[src/rtl/rcs_pkg.sv]
package rcs_pkg;
  typedef enum logic [2:0] {EV_NONE, EV_MCLR, EV_WDT, EV_WPIN, EV_WCMP} ev_e;
  localparam int FLG_W = 5;
  // cause flags: [4] pin wake, [3] cmp wake, [2] spare, [1] time-out, [0] power-down
  localparam logic [FLG_W-1:0] FLG_POR      = 5'b00011;
  localparam logic [FLG_W-1:0] FLG_MCLR_SLP = 5'b00010;
  localparam logic [FLG_W-1:0] FLG_WDT_SLP  = 5'b00000;
  localparam logic [FLG_W-1:0] FLG_WPIN     = 5'b10010;
  localparam logic [FLG_W-1:0] FLG_WCMP     = 5'b01010;
endpackage

[src/rtl/rcs_mclr_front.sv]
module rcs_mclr_front #(
  parameter int SYNC_STAGES = 2
) (
  input  logic clk,
  input  logic rst,
  input  logic pin_i,
  input  logic en_i,
  output logic eff_o,
  output logic fall_o
);
  logic [SYNC_STAGES-1:0] sync_q;
  logic                   eff_d_q;

  generate
    for (genvar i = 0; i < SYNC_STAGES; i++) begin : g_sync
      always_ff @(posedge clk) begin
        if (rst) sync_q[i] <= 1'b0;
        else if (i == 0) sync_q[i] <= pin_i;
        else sync_q[i] <= sync_q[(i == 0) ? 0 : i-1];
      end
    end
  endgenerate

  assign eff_o = en_i ? sync_q[SYNC_STAGES-1] : 1'b1;

  always_ff @(posedge clk) begin
    if (rst) eff_d_q <= 1'b0;
    else     eff_d_q <= eff_o;
  end

  assign fall_o = eff_d_q & ~eff_o;
endmodule

[src/rtl/rcs_arb.sv]
module rcs_arb
  import rcs_pkg::*;
(
  input  logic mclr_fall_i,
  input  logic wdt_i,
  input  logic wpin_i,
  input  logic wcmp_i,
  input  logic sleep_i,
  output ev_e  ev_o
);
  always_comb begin
    if (mclr_fall_i)          ev_o = EV_MCLR;
    else if (wdt_i)           ev_o = EV_WDT;
    else if (sleep_i && wpin_i) ev_o = EV_WPIN;
    else if (sleep_i && wcmp_i) ev_o = EV_WCMP;
    else                      ev_o = EV_NONE;
  end
endmodule

[src/rtl/rcs_flags.sv]
module rcs_flags
  import rcs_pkg::*;
(
  input  logic             clk,
  input  logic             rst,
  input  ev_e              ev_i,
  input  logic             sleep_i,
  output logic [FLG_W-1:0] flags_o,
  output logic             pc_load_o
);
  logic [FLG_W-1:0] flags_q;
  logic             pc_load_q;

  always_ff @(posedge clk) begin
    if (rst) begin
      flags_q   <= FLG_POR;
      pc_load_q <= 1'b1;
    end else begin
      pc_load_q <= (ev_i != EV_NONE);
      case (ev_i)
        EV_MCLR: flags_q <= sleep_i ? FLG_MCLR_SLP : {3'b000, flags_q[1:0]};
        EV_WDT:  flags_q <= sleep_i ? FLG_WDT_SLP  : {4'b0000, flags_q[0]};
        EV_WPIN: flags_q <= FLG_WPIN;
        EV_WCMP: flags_q <= FLG_WCMP;
        default: flags_q <= flags_q;
      endcase
    end
  end

  assign flags_o   = flags_q;
  assign pc_load_o = pc_load_q;

  assert_por_flags_R1: assert property (@(posedge clk)
    rst |=> (flags_q == FLG_POR && pc_load_q));
  assert_wake_only_sleep_R8: assert property (@(posedge clk) disable iff (rst)
    ($rose(flags_q[4]) || $rose(flags_q[3])) |-> $past(sleep_i));
endmodule

[src/rtl/rcs_delay.sv]
module rcs_delay #(
  parameter int DLY_CYC = 4_500_000
) (
  input  logic clk,
  input  logic rst,
  input  logic ev_any_i,
  input  logic mclr_eff_i,
  output logic latch_o
);
  localparam int CNT_W = (DLY_CYC > 2) ? $clog2(DLY_CYC) : 1;
  localparam logic [CNT_W-1:0] LAST = CNT_W'(DLY_CYC - 1);

  logic             latch_q;
  logic [CNT_W-1:0] cnt_q;

  always_ff @(posedge clk) begin
    if (rst || ev_any_i) begin
      latch_q <= 1'b1;
      cnt_q   <= '0;
    end else if (latch_q) begin
      if (!mclr_eff_i) begin
        cnt_q <= '0;
      end else if (cnt_q == LAST) begin
        cnt_q   <= '0;
        latch_q <= 1'b0;
      end else begin
        cnt_q <= cnt_q + 1'b1;
      end
    end
  end

  assign latch_o = latch_q;

  assert_cnt_held_low_R2: assert property (@(posedge clk) disable iff (rst)
    !mclr_eff_i |=> (cnt_q == '0));
  assert_release_after_count_R2: assert property (@(posedge clk) disable iff (rst)
    $fell(latch_q) |-> ($past(cnt_q) == LAST && $past(mclr_eff_i)));
endmodule

[src/rtl/rcs_reset_seq.sv]
module rcs_reset_seq
  import rcs_pkg::*;
#(
  parameter int DLY_CYC     = 4_500_000,
  parameter int PC_W        = 8,
  parameter int SYNC_STAGES = 2
) (
  input  logic            clk,
  input  logic            por_i,
  input  logic            mclr_pin_i,
  input  logic            mclr_en_i,
  input  logic            wdt_to_i,
  input  logic            wake_pin_i,
  input  logic            wake_cmp_i,
  input  logic            sleep_i,
  output logic            core_rst_o,
  output logic [4:0]      cause_o,
  output logic            pc_load_o,
  output logic [PC_W-1:0] pc_val_o
);
  logic mclr_eff, mclr_fall;
  ev_e  ev;

  rcs_mclr_front #(.SYNC_STAGES(SYNC_STAGES)) u_front (
    .clk(clk), .rst(por_i), .pin_i(mclr_pin_i), .en_i(mclr_en_i),
    .eff_o(mclr_eff), .fall_o(mclr_fall)
  );

  rcs_arb u_arb (
    .mclr_fall_i(mclr_fall), .wdt_i(wdt_to_i), .wpin_i(wake_pin_i),
    .wcmp_i(wake_cmp_i), .sleep_i(sleep_i), .ev_o(ev)
  );

  rcs_flags u_flags (
    .clk(clk), .rst(por_i), .ev_i(ev), .sleep_i(sleep_i),
    .flags_o(cause_o), .pc_load_o(pc_load_o)
  );

  rcs_delay #(.DLY_CYC(DLY_CYC)) u_delay (
    .clk(clk), .rst(por_i), .ev_any_i(ev != EV_NONE),
    .mclr_eff_i(mclr_eff), .latch_o(core_rst_o)
  );

  assign pc_val_o = '1;

  assert_pc_load_in_reset_R9: assert property (@(posedge clk) disable iff (por_i)
    pc_load_o |-> core_rst_o);
endmodule

[config.mk]
export PLATFORM = sky130hd
export DESIGN_NAME = rcs_reset_seq
export DESIGN_NICKNAME = d
export VERILOG_FILES = /design/src/rtl/rcs_pkg.sv /design/src/rtl/rcs_mclr_front.sv /design/src/rtl/rcs_arb.sv /design/src/rtl/rcs_flags.sv /design/src/rtl/rcs_delay.sv /design/src/rtl/rcs_reset_seq.sv
export SDC_FILE = /design/constraint.sdc
export NUM_CORES = 1
export LEC_CHECK = 0
export ABC_AREA = 1
export BUFFER_PORTS_ARGS = -buffer_cell sky130_fd_sc_hd__buf_2
export CAP_MARGIN = 20
export CORE_MARGIN = 2
export CORE_UTILIZATION = 35
export DETAILED_ROUTE_END_ITERATION = 10
export GPL_TIMING_DRIVEN = 1
export PLACE_DENSITY = 0.61
export SETUP_SLACK_MARGIN = 0.02
export SYNTH_ARGS = -nofsm -noshare
export SYNTH_HDL_FRONTEND = slang
export SYNTH_SLANG_ARGS = --single-unit
export TNS_END_PERCENT = 30
[constraint.sdc]
create_clock -name clk -period 2.26 [get_ports clk]
set_input_delay 0.226 -clock clk [delete_from_list [all_inputs] [get_ports clk]]
set_output_delay 0.226 -clock clk [all_outputs]
set_load 0.1 [all_outputs]
==> flow_summary.toml <==
[clocking]
cts_resized = 0
cts_tree = "built"
clkLatencyLatePin_ns = 0.29
clkTransAtPathRegs_ns = 0.07
clock_sinks = 32
numCtsBuffers = 5
htreeDepth = 2
postCtsSetupRepairBufs = 0
holdBufCountCts = 0
clock-root-buffer = "clkbuf_8"
cts.path.max_buffers = 2

[route]
post-route-drc-count = 0
totalWireLength_um = 3872
wl_per_cell_um = 10.76
viasPerCell = 4.489
vias = 1616
drt_iter0_markers = 75
drtPass1Iterations = 4
ant_nets = 0

[layout]
area_growth_pct = 10.67
drive_above_1_share_pct = 22.41
utilization_pct = 40.64
nets = 298
n_antenna_cell = 0

[sta]
fmax_mhz = 644.2
period_needed_ns = 1.552
rsz0062_at_grt = "false"
finalMaxSlewViolations = 0
finClkSkew_ns = 0.009399
fin_setup_tns_ns = 0
fin_crit_sh_pct = 68.69
setup_viol = 0
hold_viol = 0

[synth]
synth_ff_type = "dfxtp_1"
synth-seq-cells = 32
synthCells = 274
synth_edf_count = 0
synthArstFlopShare_pct = 0
synth_cell_type_count = 31
synth.cell_area_um2 = 1899
avgSynthCellArea_um2 = 6.932
yosys_warnings = 0
ys_seq_area_share_pct = 33.73

[placed_design]
gp_congestion = 0.8976
hpwlAfterDp_um = 2913
portBuffers = 13

[critical_path]
endpoint_kind = "flop"
cp_max_fo = 11
criticalPathCategory = "reg2reg"
reg2reg_depth = 10
start_kind = "flop"
cp_data_arrival_time_ns = 1.73
required_ns = 2.44

[global_route]
grt_use_total_pct = 13.91
overflow = 0
antenna_found_initial = 0
grt_pass1_vias = 1484
grt_max_degree = 13
grt_pass1_wl_um = 6699

[worst_hold_path]
hp-class = "in2reg"
hold_depth = 3

[status]
status = "complete, no violations"

[floorplan]
core-area_um2 = 5172
core.rowCount = 26
fp.dieArea_um2 = 6032
start_util_pct = 36.72
io_pins = 23
die_h_um = 77.67
die_w_um = 77.67

[flow_run]
max_cap_violations = 0

[power_and_ir_drop]
power.density_nw_per_um2 = 639.6
leakage_nw = 0.8374
ir_drop_mv = 0.3105
p_total_mw = 1.344
routing by layer:
metal	vias to the layer above	routed length, um	share of wire, %	GRT usage (%)
li1	864	-	-	-
met1	718	1922	50	18.01
met2	28	1748	45	22.41
met3	6	142	3.7	3.488
met4	0	59	1.5	4.821
met5	-	0	0	0
critical path: stages (launching register included):
cell and delay [ns]:
dfxtp_1 0.38, ha_1 0.20, nand2_2 0.09, inv_1 0.06, nand2_1 0.05, nor2_2 0.11
nand3_2 0.07, nand2_1 0.06, nand2_1 0.07, nand2_2 0.28, nor2_1 0.08
report_power, final:
group	switching, mW	internal (mW)	total [mW]
logic	0.136	0.0238	0.160
clock network	0.219	0.389	0.608
registers	0.00456	0.572	0.577
path summary, 6_finish.rpt:
path         slack, ns                             end                     startpoint
max               0.71  u_delay.cnt_q[11]$_SDFFE_PP0P_  u_delay.cnt_q[0]$_SDFFE_PP0P_
min               0.14    u_front.sync_q[0]$_SDFF_PP0_                     mclr_pin_i
min reg2reg       0.42    u_front.sync_q[1]$_SDFF_PP0_   u_front.sync_q[0]$_SDFF_PP0_
max reg2reg       0.71  u_delay.cnt_q[11]$_SDFFE_PP0P_  u_delay.cnt_q[0]$_SDFFE_PP0P_
layout by cell type, fill, tap and decap left out, types with 2 or more instances in the layout:
cell type,count
a21o_1,2
a21oi_1,9
a21oi_2,3
buf_2,13
buf_4,2
clkbuf_8,7
conb_1,9
dfxtp_1,32
inv_1,27
inv_2,4
nand2_1,67
nand2_2,5
nand3_1,22
nand3_2,2
nand4_1,5
nor2_1,29
nor2_2,20
nor2_4,4
nor3_1,2
o21ai_0,4
or2_2,2
xnor2_1,2
xor2_1,9
flip-flops by register name, indices dropped and copies added, names as in the netlist:
| signal | flops |
|---|---|
| u_flags.flags_o | 4 |
| u_front.sync_q | 2 |
| u_delay.latch_o | 1 |
| u_delay.cnt_q | 23 |
| u_flags.pc_load_o | 1 |
| u_front.eff_d_q | 1 |
cell type report:
| class | count | area, um^2 |
|---|---|---|
| inverters | 31 | 116.4 |
| clock inverters | 1 | 30.03 |
| flip-flops and latches | 32 | 640.6 |
| clock buffers | 7 | 96.34 |
| repair buffers | 15 | 80.08 |
| multi-input cells | 204 | 1051 |
| fillers | 545 | 3070 |
| well taps | 70 | 87.58 |
through the flow:
| stage | hold WS, ns | instance area, um^2 | worst slack, ns | std cells |
|---|---|---|---|---|
| finish | 0.1379 | 2102 | 0.7077 | 360 |
| detailed placement | 0.4135 | 1976 | 0.7067 | 352 |
| floorplan | 0.2972 | 1926 | 0.3511 | 281 |
| CTS | 0.1319 | 2102 | 0.6927 | 360 |
| global placement | 0.4031 | 1976 | 0.7092 | 352 |
| global route | 0.1331 | 2102 | 0.5067 | 360 |
cell families (layout without fill, tap and decap cells):
logic type	Yosys count	in the layout	share of synthesized area, %
and+or+nand+nor	162	162	41.11
xor gates and xnor gates	11	11	5.073
buffers and inverters	45	54	12.32
other	2	9	0.3954
DFF	32	32	33.73
adders and majority gates	1	1	0.6587
AOI/OAI and AO/OA	21	21	6.719
cells in the mapped netlist, types with 3 or more instances:
cell type | count | area, um^2
nand2_1 | 67 | 251.5
dfxtp_1 | 32 | 640.6
nor2_1 | 29 | 108.9
inv_1 | 27 | 101.4
nand3_1 | 22 | 110.1
nor2_2 | 20 | 125.1
a21oi_1 | 9 | 45.04
buf_4 | 9 | 67.56
xor2_1 | 9 | 78.83
nand2_2 | 5 | 31.28
nand4_1 | 5 | 31.28
buf_6 | 4 | 45.04
inv_2 | 4 | 15.01
nor2_4 | 4 | 45.04
o21ai_0 | 4 | 20.02
a21oi_2 | 3 | 26.28
(Power assumes the default switching activity.)
